==> src/rtl/hws_pkg.sv <==
`timescale 1ns/1ps
package hws_pkg;
    localparam int HALF_W = 16;
    localparam int WORD_W = 32;
    localparam int PC_W   = 11;
    localparam int OFF_W  = 11;

    localparam logic [3:0] OPC_STORE  = 4'd6;
    localparam logic [3:0] OPC_LOAD   = 4'd13;
    localparam logic [2:0] SUB_AUTO   = 3'd1;
    localparam logic [2:0] SUB_PTRSET = 3'd3;
    localparam logic [2:0] SUB_MANUAL = 3'd4;

    localparam logic [1:0] WM_FULL   = 2'd0;
    localparam logic [1:0] WM_TAGGED = 2'd1;
    localparam logic [1:0] WM_NONE   = 2'd2;
    localparam logic [1:0] WM_RAW    = 2'd3;
endpackage

==> src/rtl/hws_pack.sv <==
`timescale 1ns/1ps
module hws_pack
    import hws_pkg::*;
(
    input  logic [1:0]        wr_mode,
    input  logic [1:0]        tag,
    input  logic [HALF_W-1:0] data_val,
    input  logic [PC_W-1:0]   pc,
    output logic [HALF_W-1:0] half_val,
    output logic [WORD_W-1:0] full_val
);
    always_comb begin
        full_val = {pc, 3'b000, tag, data_val};
        if (wr_mode == WM_TAGGED) half_val = {tag, data_val[HALF_W-3:0]};
        else                      half_val = data_val;
    end
endmodule

==> src/rtl/hws_autoptr.sv <==
`timescale 1ns/1ps
module hws_autoptr #(
    parameter int AW = 11
) (
    input  logic          clk,
    input  logic          rst_n,
    input  logic          set_en,
    input  logic [AW-1:0] set_val,
    input  logic          adv_half,
    input  logic          adv_full,
    output logic [AW-1:0] ptr_q,
    output logic          phase_q
);
    typedef struct packed {
        logic [AW-1:0] ptr;
        logic          phase;
    } ptr_st_t;

    ptr_st_t st_d, st_q;

    always_comb begin
        st_d = st_q;
        if (set_en) begin
            st_d.ptr   = set_val;
            st_d.phase = 1'b0;
        end else if (adv_full) begin
            st_d.ptr = st_q.ptr + 1'b1;
        end else if (adv_half) begin
            if (st_q.phase) begin
                st_d.ptr   = st_q.ptr + 1'b1;
                st_d.phase = 1'b0;
            end else begin
                st_d.phase = 1'b1;
            end
        end
    end

    always_ff @(posedge clk or negedge rst_n) begin
        if (!rst_n) st_q <= '0;
        else        st_q <= st_d;
    end

    assign ptr_q   = st_q.ptr;
    assign phase_q = st_q.phase;


    half_pair_chk: assert property (@(posedge clk) disable iff (!rst_n)
        (adv_half && phase_q && !set_en && !adv_full) |=> (ptr_q == AW'($past(ptr_q) + 1'b1)) && !phase_q);


    ptr_set_chk: assert property (@(posedge clk) disable iff (!rst_n)
        set_en |=> (ptr_q == $past(set_val)) && !phase_q);
endmodule

==> src/rtl/hws_ldret.sv <==
`timescale 1ns/1ps
module hws_ldret
    import hws_pkg::*;
(
    input  logic              clk,
    input  logic              rst_n,
    input  logic              re,
    input  logic              low_sel,
    input  logic [WORD_W-1:0] rdata,
    output logic              ld_valid,
    output logic [HALF_W-1:0] ld_data
);
    typedef struct packed {
        logic valid;
        logic sel;
    } ld_st_t;

    ld_st_t st_d, st_q;

    always_comb begin
        st_d.valid = re;
        st_d.sel   = re ? low_sel : st_q.sel;
    end

    always_ff @(posedge clk or negedge rst_n) begin
        if (!rst_n) st_q <= '0;
        else        st_q <= st_d;
    end

    assign ld_valid = st_q.valid;
    assign ld_data  = st_q.sel ? rdata[HALF_W-1:0] : rdata[WORD_W-1:HALF_W];


    ld_latency_chk: assert property (@(posedge clk) disable iff (!rst_n)
        re |=> ld_valid);


    ld_idle_chk: assert property (@(posedge clk) disable iff (!rst_n)
        !re |=> !ld_valid);
endmodule

==> src/rtl/halfword_store_unit.sv <==
`timescale 1ns/1ps
module halfword_store_unit
    import hws_pkg::*;
#(
    parameter int AW = 11
) (
    input  logic          clk,
    input  logic          rst_n,
    input  logic          op_valid,
    input  logic [3:0]    op_code,
    input  logic [2:0]    sub_op,
    input  logic [15:0]   data_val,
    input  logic [15:0]   addr_val,
    input  logic [10:0]   word_off,
    input  logic [1:0]    tag,
    input  logic          upper_sel,
    input  logic [1:0]    wr_mode,
    input  logic          ld_upper,
    input  logic [10:0]   pc,
    output logic [AW-1:0] mem_addr,
    output logic [31:0]   mem_wdata,
    output logic [1:0]    mem_we,
    output logic          mem_re,
    input  logic [31:0]   mem_rdata,
    output logic          ld_valid,
    output logic [15:0]   ld_data
);
    localparam int SUM_W = 16;

    logic          is_st, is_ld, do_manual, do_auto, do_set, wr_on, is_full;
    logic [AW-1:0] eff_addr, ptr_q;
    logic          phase_q, adv_half, adv_full;
    logic [15:0]   half_val;
    logic [31:0]   full_val;
    logic [SUM_W-1:0] addr_sum;

    hws_pack u_pack (
        .wr_mode  (wr_mode),
        .tag      (tag),
        .data_val (data_val),
        .pc       (pc),
        .half_val (half_val),
        .full_val (full_val)
    );

    hws_autoptr #(.AW(AW)) u_ptr (
        .clk      (clk),
        .rst_n    (rst_n),
        .set_en   (do_set),
        .set_val  (AW'(word_off)),
        .adv_half (adv_half),
        .adv_full (adv_full),
        .ptr_q    (ptr_q),
        .phase_q  (phase_q)
    );

    hws_ldret u_ld (
        .clk      (clk),
        .rst_n    (rst_n),
        .re       (is_ld),
        .low_sel  (ld_upper),
        .rdata    (mem_rdata),
        .ld_valid (ld_valid),
        .ld_data  (ld_data)
    );

    always_comb begin
        is_st     = op_valid && (op_code == OPC_STORE);
        is_ld     = op_valid && (op_code == OPC_LOAD);
        do_manual = is_st && (sub_op == SUB_MANUAL);
        do_auto   = is_st && (sub_op == SUB_AUTO);
        do_set    = is_st && (sub_op == SUB_PTRSET);
        wr_on     = (wr_mode != WM_NONE);
        is_full   = (wr_mode == WM_FULL);
        addr_sum  = addr_val + SUM_W'(word_off);
        eff_addr  = AW'(addr_sum);
        adv_full  = do_auto && is_full;
        adv_half  = do_auto && wr_on && !is_full;

        mem_re    = is_ld;
        mem_addr  = do_auto ? ptr_q : eff_addr;
        mem_wdata = is_full ? full_val : {half_val, half_val};
        mem_we    = 2'b00;
        if ((do_manual || do_auto) && wr_on) begin
            if (is_full)        mem_we = 2'b11;
            else if (do_manual) mem_we = upper_sel ? 2'b10 : 2'b01;
            else                mem_we = phase_q ? 2'b10 : 2'b01;
        end
    end


    full_we_chk: assert property (@(posedge clk) disable iff (!rst_n)
        (op_valid && op_code == 4'd6 && (sub_op == 3'd4 || sub_op == 3'd1) && wr_mode == 2'd0) |-> mem_we == 2'b11);


    noop_chk: assert property (@(posedge clk) disable iff (!rst_n)
        (wr_mode == 2'd2) |-> mem_we == 2'b00);


    we_re_excl_chk: assert property (@(posedge clk) disable iff (!rst_n)
        (mem_we != 2'b00) |-> !mem_re);


    half_we_chk: assert property (@(posedge clk) disable iff (!rst_n)
        (wr_mode == 2'd1 || wr_mode == 2'd3) |-> $countones(mem_we) <= 1);
endmodule

==> config.mk <==
export PLATFORM = sky130hd
export DESIGN_NAME = halfword_store_unit
export DESIGN_NICKNAME = d
export VERILOG_FILES = /design/src/rtl/hws_pkg.sv /design/src/rtl/hws_pack.sv /design/src/rtl/hws_autoptr.sv /design/src/rtl/hws_ldret.sv /design/src/rtl/halfword_store_unit.sv
export SDC_FILE = /design/constraint.sdc
export NUM_CORES = 1
export LEC_CHECK = 0
export ABC_AREA = 0
export BUFFER_PORTS_ARGS = -buffer_cell sky130_fd_sc_hd__buf_2
export CORE_MARGIN = 10
export CORE_UTILIZATION = 39
export DETAILED_ROUTE_END_ITERATION = 6
export PLACE_DENSITY = 0.79
export SLEW_MARGIN = 20
export SYNTH_ARGS = -nofsm -noshare
export SYNTH_HDL_FRONTEND = slang
export SYNTH_HIERARCHICAL = 1
export SYNTH_SLANG_ARGS = --single-unit
export TNS_END_PERCENT = 5
==> constraint.sdc <==
create_clock -name clk -period 1.5 [get_ports clk]
set_clock_uncertainty 0.1 [all_clocks]
set_input_delay 0.075 -clock clk [delete_from_list [all_inputs] [get_ports clk]]
set_output_delay 0.075 -clock clk [all_outputs]
set_load 0.01 [all_outputs]
---- Word level (Yosys, flattened, before mapping) ----
Index checks and enable logic that the tools add are counted.
cells by class
  equality and inequality tests ........... 8
  add/sub/neg operators ................... 2
  reduce and logical (&&, ||, !) cells .... 17
  muxes and demuxes ....................... 15
operator list
  cell                     number
  $mux W11                 3
  $mux W16                 2
  $mux W32                 1
  $mux W12                 2
  $add A11 B1 Y11 const B  1
  $add A11 B11 Y11         1
  $mux W2                  5
  $logic_and A1 B1 Y1      9
  $reduce_bool A3 Y1       2
  $eq A4 B3 Y1 const B     1
  $eq A4 B4 Y1 const B     1
  $ne A2 B2 Y1 const B     2
  $reduce_and A2 Y1        2
  $eq A3 B1 Y1 const B     1
  $eq A3 B2 Y1 const B     1
  $eq A3 B3 Y1 const B     1
  $eq A2 B1 Y1 const B     1
  $logic_not A2 Y1         1
  $mux W1                  2
  $reduce_bool A2 Y1       1
  $logic_not A1 Y1         1
  $logic_or A1 B1 Y1       1
word-level totals
  output and inout bits ................... 63
  input bits .............................. 102
  logic and storage cells ................. 46
  register bits ........................... 14

---- Depth between registers and ports, before layout ----
Gate-level depths: netlist of the first run.
  word-level depth ........................ 8
  gate-level depth with buffers ........... 10
  gate-level depth less buffers ........... 9

---- Modules after synthesis ----
Netlist of the first run, hierarchy kept.
modules (own cells, without submodules)
  module               seq. area each (µm²)  cells an instance  instances  area an instance (µm²)
  halfword_store_unit  0.0                   182                1          1,011.0
  hws_autoptr          300.3                 68                 1          689.4
  hws_pack             0.0                   50                 1          392.9
  hws_ldret            50.0                  21                 1          306.5

---- Worst setup path after synthesis of the first run ----
No wires, ideal clock.
  path type ............................... in2reg
  start ................................... input port op_code[2]
  end ..................................... register u_ptr.st_q (netlist bit u_ptr/ptr_q[10])
  required time ........................... 1.275 ns
  cell stages on the path ................. 9
  buffers on the path ..................... 1
  slack ................................... -0.273 ns
  arrival time ............................ 1.548 ns
  library setup time ...................... 0.125 ns
  path through ............................ nand2_2 > nor4_4 > nand2_2 > buf_2 > nor2_1 > a21oi_2 > nor4_2 > xor2_1 > mux2_2
between the ends
  elaborated cells between the ends (all ways) .. 12
  classes of those cells .................. eq/ne: 1; mux: 2; reduce/logical: 9
RTL lines
  what                                                                    RTL line                   RTL
  start, declared                                                         halfword_store_unit.sv:10  input logic [3:0] op_code,
  $eq A4 B3 Y1 *                                                          halfword_store_unit.sv:68  is_st = op_valid && (op_code == OPC_STORE);
  $logic_and A1 B1 Y1 *                                                   halfword_store_unit.sv:68
  $logic_and A1 B1 Y1 *                                                   halfword_store_unit.sv:71  do_auto = is_st && (sub_op == SUB_AUTO);
  $logic_and A1 B1 Y1 *                                                   halfword_store_unit.sv:77  adv_full = do_auto && is_full;
  via adv_full                                                            halfword_store_unit.sv:32  logic phase_q, adv_half, adv_full;
  $reduce_bool A3 Y1 (no source line) / $mux W11 (equally long branches)  --
  $reduce_and A2 Y1 (no source line) / $mux W12 (equally long branches)   --
  end signal, assigned                                                    hws_autoptr.sv:40          else st_q <= st_d;
  end, declared                                                           hws_autoptr.sv:19          ptr_st_t st_d, st_q;
Mark *: on every way through the listed nets, which the timed path passes. The rest lies on a longest branch.
A chain may end at the register's enable or synchronous reset.

---- Worst setup path after layout of the first run ----
  start ................................... input port word_off[0]
  end ..................................... output port mem_addr[10]
between the ends
  longest elaborated chain between the ends .. 2
RTL lines
  what              RTL line                   RTL
  start, declared   halfword_store_unit.sv:14  input logic [10:0] word_off,
  $add A11 B11 Y11  halfword_store_unit.sv:75  addr_sum = addr_val + SUM_W'(word_off);
  $mux W11          halfword_store_unit.sv:81  mem_addr = do_auto ? ptr_q : eff_addr;
  end, declared     halfword_store_unit.sv:20  output logic [AW-1:0] mem_addr,
Every way passes these cells.

==> load_flow_metrics.sql, run 1 <==
INSERT INTO impl_metrics (metric_group, metric, value, unit) VALUES
('synthesis', 'yosys.cell_count.top_type', 'sky130_fd_sc_hd__nand2_1', ''),
('global_routing', 'grt-ovfl-total', '0', ''),
('global_routing', 'grtUsageMet3', '5.31', '%'),
('synthesis', 'synth_enable_flop_cells', '0', ''),
('global_routing', 'number_of_antenna_violations_at_the_first_check_in_global_routing', '0', ''),
('power', 'irDropWorstVdd', '587', 'uV'),
('worst_setup_path', 'setup.worst_path.start', 'word_off[0]', ''),
('clock_tree', 'insertion_delay', '0.25', 'ns'),
('layout', 'areaGrowthSynthToFinish', '46.2', '%'),
('synthesis', 'netlist.top_cell.by_area', 'sky130_fd_sc_hd__nand2_1', ''),
('worst_setup_path', 'critical_path.slowest_cell', 'sky130_fd_sc_hd__fa_2', ''),
('status', 'status', 'finished with violations', ''),
('status', 'violations', 'setup timing', ''),
('flow_run', 'drv.max_cap_violation_count', '0', ''),
('global_routing', 'use_met1', '16.5', '%'),
('min_path', 'timing.hold.worst_endpoint', 'u_ptr/ptr_q[6]', ''),
('layout', 'antenna_cells_inserted', '0', ''),
('worst_setup_path', 'buf_inv_on_cp', '3', ''),
('clock_tree', 'clk_pin_slew', '0.06', 'ns'),
('worst_setup_path', 'crit-reg2reg-capture', 'u_ptr/ptr_q[10]', ''),
('synthesis', 'synthesis.instances', '321', ''),
('drt', 'wl_per_cell', '14.4', 'um'),
('worst_setup_path', 'critical_path.cell_chain', 'buf_8, ha_4, inv_2, fa_2, nor2b_4, nor3_2, o21ai_2, a31oi_2, xnor2_1, a21oi_1, buf_2', ''),
('drt', 'drtAntennaViolNets', '0', ''),
('clock_tree', 'deepest_level_of_the_cts_h_tree', '1', ''),
('place', 'port_buffers', '159', ''),
('min_path', 'min_delay_path_depth', '4', ''),
('drt', 'wl', '8.10', 'mm'),
('synthesis', 'ys_async_sr_fraction', '100', '%'),
('worst_setup_path', 'worst_ep_arrival_time', '1.65', 'ns'),
('floorplan', 'placement_rows', '28', ''),
('timing', 'final.setup.worst_slack', '-0.322', 'ns'),
('clock_tree', 'clock_sink_count', '14', ''),
('worst_setup_path', 'crit_family', 'adder cells', ''),
('drt', 'num_vias', '2659', ''),
('global_routing', 'grt_pass1_vias', '2796', ''),
('clock_tree', 'ctsLongestPathBuffers', '2', ''),
('synthesis', 'netlist_area', '2400', 'sq um'),
('synthesis', 'flip_flop_and_latch_count_after_synthesis', '14', ''),
('global_routing', 'grtUsageTotal', '15.5', '%'),
('worst_setup_path', 'crit_path_start_kind', 'primary input', ''),
('timing', 'fin_crit', '1.82', 'ns'),
('timing', 'hold_slack', '0.0521', 'ns'),
('floorplan', 'x_dimension_of_the_die', '98.4', 'um'),
('layout', 'layout.nets', '602', ''),
('synthesis', 'synth.area.top_cells', 'sky130_fd_sc_hd__nand2_1 (16%), sky130_fd_sc_hd__dfrtp_1 (15%), sky130_fd_sc_hd__buf_4 (14%)', ''),
('clock_tree', 'tritoncts.num_buffers', '3', ''),
('floorplan', 'start_util', '40.3', '%'),
('clock_tree', 'cts_tree', 'done', ''),
('worst_setup_path', 'reg2reg_slack', '-0.05', 'ns'),
('power', 'total_leakage_power', '1.94', 'nW'),
('global_routing', 'grt_first_pass_wirelength', '12.9', 'mm'),
('worst_setup_path', 'r2r-start', 'u_ptr/ptr_q[0]', ''),
('synthesis', 'syn_avg_cell_area', '7.48', 'sq um'),
('layout', 'final_layout_size_suffix_gt1_share', '55.9', '%'),
('floorplan', 'dieArea', '9690', 'sq um'),
('min_path', 'hp_start', 'word_off[6]', ''),
('timing', 'report.final.hold_viol_count', '0', ''),
('drt', 'first_iter_violations', '68', ''),
('power', 'cellPowerDensity', '578', 'nW/um^2'),
('clock_tree', 'cts_root_buffer', 'sky130_fd_sc_hd__clkbuf_8', ''),
('drt', 'post-route-drc-count', '0', ''),
('global_routing', 'pin_count_of_the_biggest_net_entering_global_routing', '34', ''),
('place', 'dp.final_hpwl', '6.88', 'mm'),
('worst_setup_path', 'setup.worst_path.end_class', 'output pin', ''),
('timing', 'slew_violations', '0', ''),
('place', 'gp_congestion', '0.828', ''),
('synthesis', 'postSynth.topFlopCell', 'sky130_fd_sc_hd__dfrtp_1', ''),
('timing', 'setup_violations', '13', ''),
('synthesis', 'ys_seq_area_share', '14.6', '%'),
('synthesis', 'synth_largest_type_area_fraction', '16.0', '%');
metal layers:
| layer | part of all wire, % | vias up |
|---|---|---|
| met5 | 0 | - |
| met2 | 49 | 126 |
| li1 | - | 1342 |
| met4 | 1.2 | 0 |
| met3 | 9.6 | 9 |
| met1 | 40 | 1182 |
sequential cells by signal, summed over array words and instances (netlist names):
name           count
u_ptr/ptr_q       11
u_ld/ld_valid      1
u_ld/st_q          1
u_ptr/phase_q      1
cell type report:
class                   instances  area (sq um)
clock buffers                   4          55.1
flip-flops and latches         14           350
fillers                       543          2450
inverters                       5          18.8
well taps                      75          93.8
multi-input cells             246          1680
repair buffers                218          1310
kinds of logic (layout without fill, tap and decap cells):
group | after synthesis | in the layout | share of synthesized area, %
AND/OR/NAND/NOR | 147 | 147 | 29.9
buffers and inverters | 63 | 227 | 18.5
AO/OA/AOI/OAI | 41 | 41 | 10.6
multiplexers | 22 | 22 | 12.0
XOR/XNOR | 21 | 21 | 7.66
flip-flops | 14 | 14 | 14.6
adder cells (fa/ha/maj) | 12 | 12 | 6.57
other | 1 | 3 | 0.156
cell usage in the layout, fill, tap and decap left out, drive strengths merged, types with 2 or more instances in the layout:
cell type,instances
buf,212
nand2,104
mux2,21
o21ai,17
xnor2,15
a21oi,15
dfrtp,14
nor2,13
ha,11
xor2,6
dlygate4sd3,6
nor2b,6
inv,5
nor3,5
clkbuf,4
nand3,4
nor4,4
conb,3
and2,3
a31oi,3
a21o,2
nand2b,2
and3,2
worst register-to-register path: cells and delay by family (launching register included):
kind / cells / cell delay, ns
and+or+nand+nor: 2 / 0.41
DFF: 1 / 0.35
muxes: 1 / 0.26
adders and majority gates: 1 / 0.20
xor gates and xnor gates: 1 / 0.12
metrics by stage:
stage	cells	power, W	setup TNS (ns)	cell area, sq um
3_3_place_gp	550	0.00160	-4.47	3320
5_1_grt	562	0.00218	-4.27	3510
4_1_cts	562	0.00205	-2.03	3510
2_1_floorplan	323	0.00119	-1.66	2440
3_5_place_dp	550	0.00163	-5.27	3320
6_report	562	0.00203	-1.94	3510
power breakdown:
part,total [W],switching [W],internal [W],leakage (nW)
clock,0.000375,0.000142,0.000233,0.0288
combinational,0.00121,0.000568,0.000647,1.72
sequential,0.000441,0.0000285,0.000413,0.189
how the worst max path moves through the flow:
stage                     endpoint  slack (ns)  cells after the start
CTS                   mem_addr[10]       -0.33                     11
floorplan           u_ptr/ptr_q[8]       -0.19                     10
finish                mem_addr[10]       -0.32                     11
global placement      mem_addr[10]       -0.45                     11
global route          mem_addr[10]       -0.42                     11
detailed placement    mem_addr[10]       -0.53                     11
timing repair:
item,CTS,global route
hold buffers,6,0
gates resized for setup,16,1
pin swaps,11,4
setup endpoints to repair,13,24
endpoints found under the hold margin,19,0
setup buffers,2,0
Note: power is estimated with default switching activity, not from simulation.
==> inputs of run 2 (changes only) <==
REMOVE_ABC_BUFFERS = 1   (was default)
==> run 2 against run 1 <==
Against the previous run:
- the flow still finishes with violations (setup timing)
- worst hold slack got worse by 0.011 ns
- combinational power increased by 7%
- routed wire length decreased by 2.1%
- sequential share of layout area about the same
- global-route usage decreased by 0.43 points
- first-iteration DRC count increased by 40%
- sequential power increased by 3%
- setup slack got worse by 0.0038 ns
- largest power group unchanged
==> load_flow_metrics.sql, run 2 (synthesized netlist as in run 1, its figures left out) <==
INSERT INTO impl_metrics (metric_group, metric, value, unit) VALUES
('drt', 'wl_per_cell', '14.5', 'um'),
('layout', 'layout.nets', '586', ''),
('place', 'port_buffers', '159', ''),
('place', 'post_dp_cell_area', '3190', 'sq um'),
('drt', 'drt-pass1-iter-count', '4', ''),
('status', 'violations', 'setup timing', ''),
('global_routing', 'pin_count_of_the_biggest_net_entering_global_routing', '34', ''),
('worst_setup_path', 'critical_path.cell_chain', 'buf_8, ha_4, inv_2, fa_2, nor2b_4, nor3_2, o21ai_2, a31oi_2, xnor2_1, a21oi_1, buf_2', ''),
('worst_setup_path', 'setup.worst_path.end_class', 'output pin', ''),
('timing', 'setup_violations', '10', ''),
('power', 'p_total', '0.00213', 'W'),
('layout', 'largest_reg_flops', '11', ''),
('clock_tree', 'insertion_delay', '0.25', 'ns'),
('timing', 'fmax', '548', 'MHz'),
('power', 'irDropWorstVdd', '516', 'uV'),
('status', 'status', 'finished with violations', ''),
('worst_setup_path', 'critical_path_required', '1.32', 'ns'),
('global_routing', 'grtUsageTotal', '15.0', '%'),
('drt', 'first_iter_violations', '95', ''),
('worst_setup_path', 'crit_path_start_kind', 'primary input', ''),
('drt', 'num_vias', '2580', ''),
('global_routing', 'grt_pass1_vias', '2704', ''),
('worst_setup_path', 'critical_path.slowest_cell', 'sky130_fd_sc_hd__fa_2', ''),
('worst_setup_path', 'worst_path_largest_cell_delay', '0.36', 'ns'),
('power', 'cellPowerDensity', '603', 'nW/um^2'),
('layout', 'final_core_utilization', '59.2', '%'),
('layout', 'layout.cells.most_common', 'sky130_fd_sc_hd__buf_2', ''),
('layout', 'final_layout_size_suffix_gt1_share', '54.6', '%'),
('layout', 'antenna_cells_inserted', '0', ''),
('timing', 'report.final.hold_viol_count', '0', ''),
('worst_setup_path', 'crit_family', 'compound AO/OA/AOI/OAI gates', ''),
('timing', 'setup-tns-final', '-1.69', 'ns'),
('place', 'dp.final_hpwl', '6.62', 'mm'),
('floorplan', 'start_util', '40.3', '%'),
('worst_setup_path', 'critPathKind', 'primary input to output pin', ''),
('worst_setup_path', 'buf_inv_on_cp', '3', ''),
('floorplan', 'die_y', '98.4', 'um'),
('min_path', 'worst_hold_path_type', 'primary input to flop', ''),
('drt', 'post_drt_via_cell_ratio', '4.73', ''),
('flow_run', 'drv.max_cap_violation_count', '0', ''),
('floorplan', 'x_dimension_of_the_die', '98.4', 'um'),
('clock_tree', 'ctsLongestPathBuffers', '2', ''),
('layout', 'final_area', '3530', 'sq um'),
('global_routing', 'grt_first_pass_wirelength', '12.6', 'mm'),
('clock_tree', 'cts_root_buffer', 'sky130_fd_sc_hd__clkbuf_8', ''),
('floorplan', 'core_area', '5960', 'sq um'),
('drt', 'wl', '7.93', 'mm'),
('drt', 'drtAntennaViolNets', '0', ''),
('clock_tree', 'clk_pin_slew', '0.06', 'ns'),
('layout', 'final_cell_mix', 'sky130_fd_sc_hd__buf_2 (142), sky130_fd_sc_hd__nand2_1 (101), sky130_fd_sc_hd__buf_4 (34), sky130_fd_sc_hd__mux2_4 (19), sky130_fd_sc_hd__buf_6 (16)', ''),
('place', 'gp_congestion', '0.811', ''),
('timing', 'fin_crit', '1.83', 'ns'),
('clock_tree', 'cts_tree', 'done', ''),
('timing', 'hold_slack', '0.0408', 'ns'),
('floorplan', 'dieArea', '9690', 'sq um'),
('worst_setup_path', 'worst_ep_arrival_time', '1.65', 'ns'),
('global_routing', 'number_of_antenna_violations_at_the_first_check_in_global_routing', '0', ''),
('drt', 'post-route-drc-count', '0', ''),
('floorplan', 'placement_rows', '28', ''),
('timing', 'slew_violations', '0', ''),
('worst_setup_path', 'path_max_fanout', '3', ''),
('timing', 'finalCritPeriodShare', '122', '%'),
('timing', 'grt_setup_unrepaired', 'true', ''),
('global_routing', 'grt-ovfl-total', '0', ''),
('timing', 'final.setup.worst_slack', '-0.325', 'ns'),
('clock_tree', 'tritoncts.num_buffers', '3', ''),
('layout', 'areaGrowthSynthToFinish', '47.0', '%'),
('power', 'total_leakage_power', '1.94', 'nW'),
('clock_tree', 'clock_sink_count', '14', ''),
('floorplan', 'floorplan.io_pins', '165', ''),
('clock_tree', 'deepest_level_of_the_cts_h_tree', '1', '');
-- run 2: changes by cell type in the layout (fill, tap and decap cells not counted), sizes merged --
| cell | previous run | this run |
|---|---|---|
| buf | 212 | 196 |
-- run 2: final timing paths --
path / slack, ns / end / start / cells after the start
max: -0.33 / mem_addr[10] / word_off[0] / 11
min: 0.04 / u_ptr/ptr_q[6] / word_off[6] / 4
max reg2reg: -0.01 / u_ptr/ptr_q[10] / u_ptr/ptr_q[0] / 5
min reg2reg: 0.50 / u_ptr/phase_q / u_ptr/phase_q / 2
max in group asynchronous: 0.89 / u_ptr/ptr_q[2] / rst_n / 2
min in group asynchronous: 0.16 / u_ptr/ptr_q[3] / rst_n / 2
-- run 2: timing repair --
action / CTS / global route
setup endpoints to repair: 15 / 32
hold endpoints to repair: 19 / 0
pin swaps: 11 / 5
setup buffers: 1 / 0
resized for setup: 17 / 28
hold buffers: 6 / 0
-- run 2: cell type report --
cell class | instances | area [sq um]
fillers | 556 | 2430
multi-input cells | 246 | 1730
repair buffers | 202 | 1280
flip-flops and latches | 14 | 350
well taps | 75 | 93.8
clock buffers | 4 | 55.1
inverters | 5 | 18.8
-- run 2: per-stage QoR --
stage               std cells  worst slack (ns)
CTS                       546            -0.357
global placement          535            -0.450
finish                    546            -0.325
detailed placement        535            -0.504
floorplan                 265            -0.987
global route              546            -0.429
-- run 2: tightest hold or removal path, stage by stage --
cell and delay, ns:
sky130_fd_sc_hd__buf_2 0.09, sky130_fd_sc_hd__buf_4 0.10, sky130_fd_sc_hd__nand2_1 0.04, sky130_fd_sc_hd__o21ai_0 0.06
-- run 2: routing by layer --
metal / routed length, um / global-route usage [%] / vias to the layer above
met4: 141 / 4.30 / 0
met3: 608 / 5.38 / 13
li1: - / - / 1314
met2: 4190 / 27.4 / 88
met5: 0 / 0 / -
met1: 2990 / 15.8 / 1165
-- run 2: report_power, final --
group          total (W)  internal [W]  switching, W
clock network   0.000373      0.000233      0.000140
registers       0.000454      0.000413     0.0000415
logic            0.00130      0.000719      0.000580
total            0.00213       0.00136      0.000762
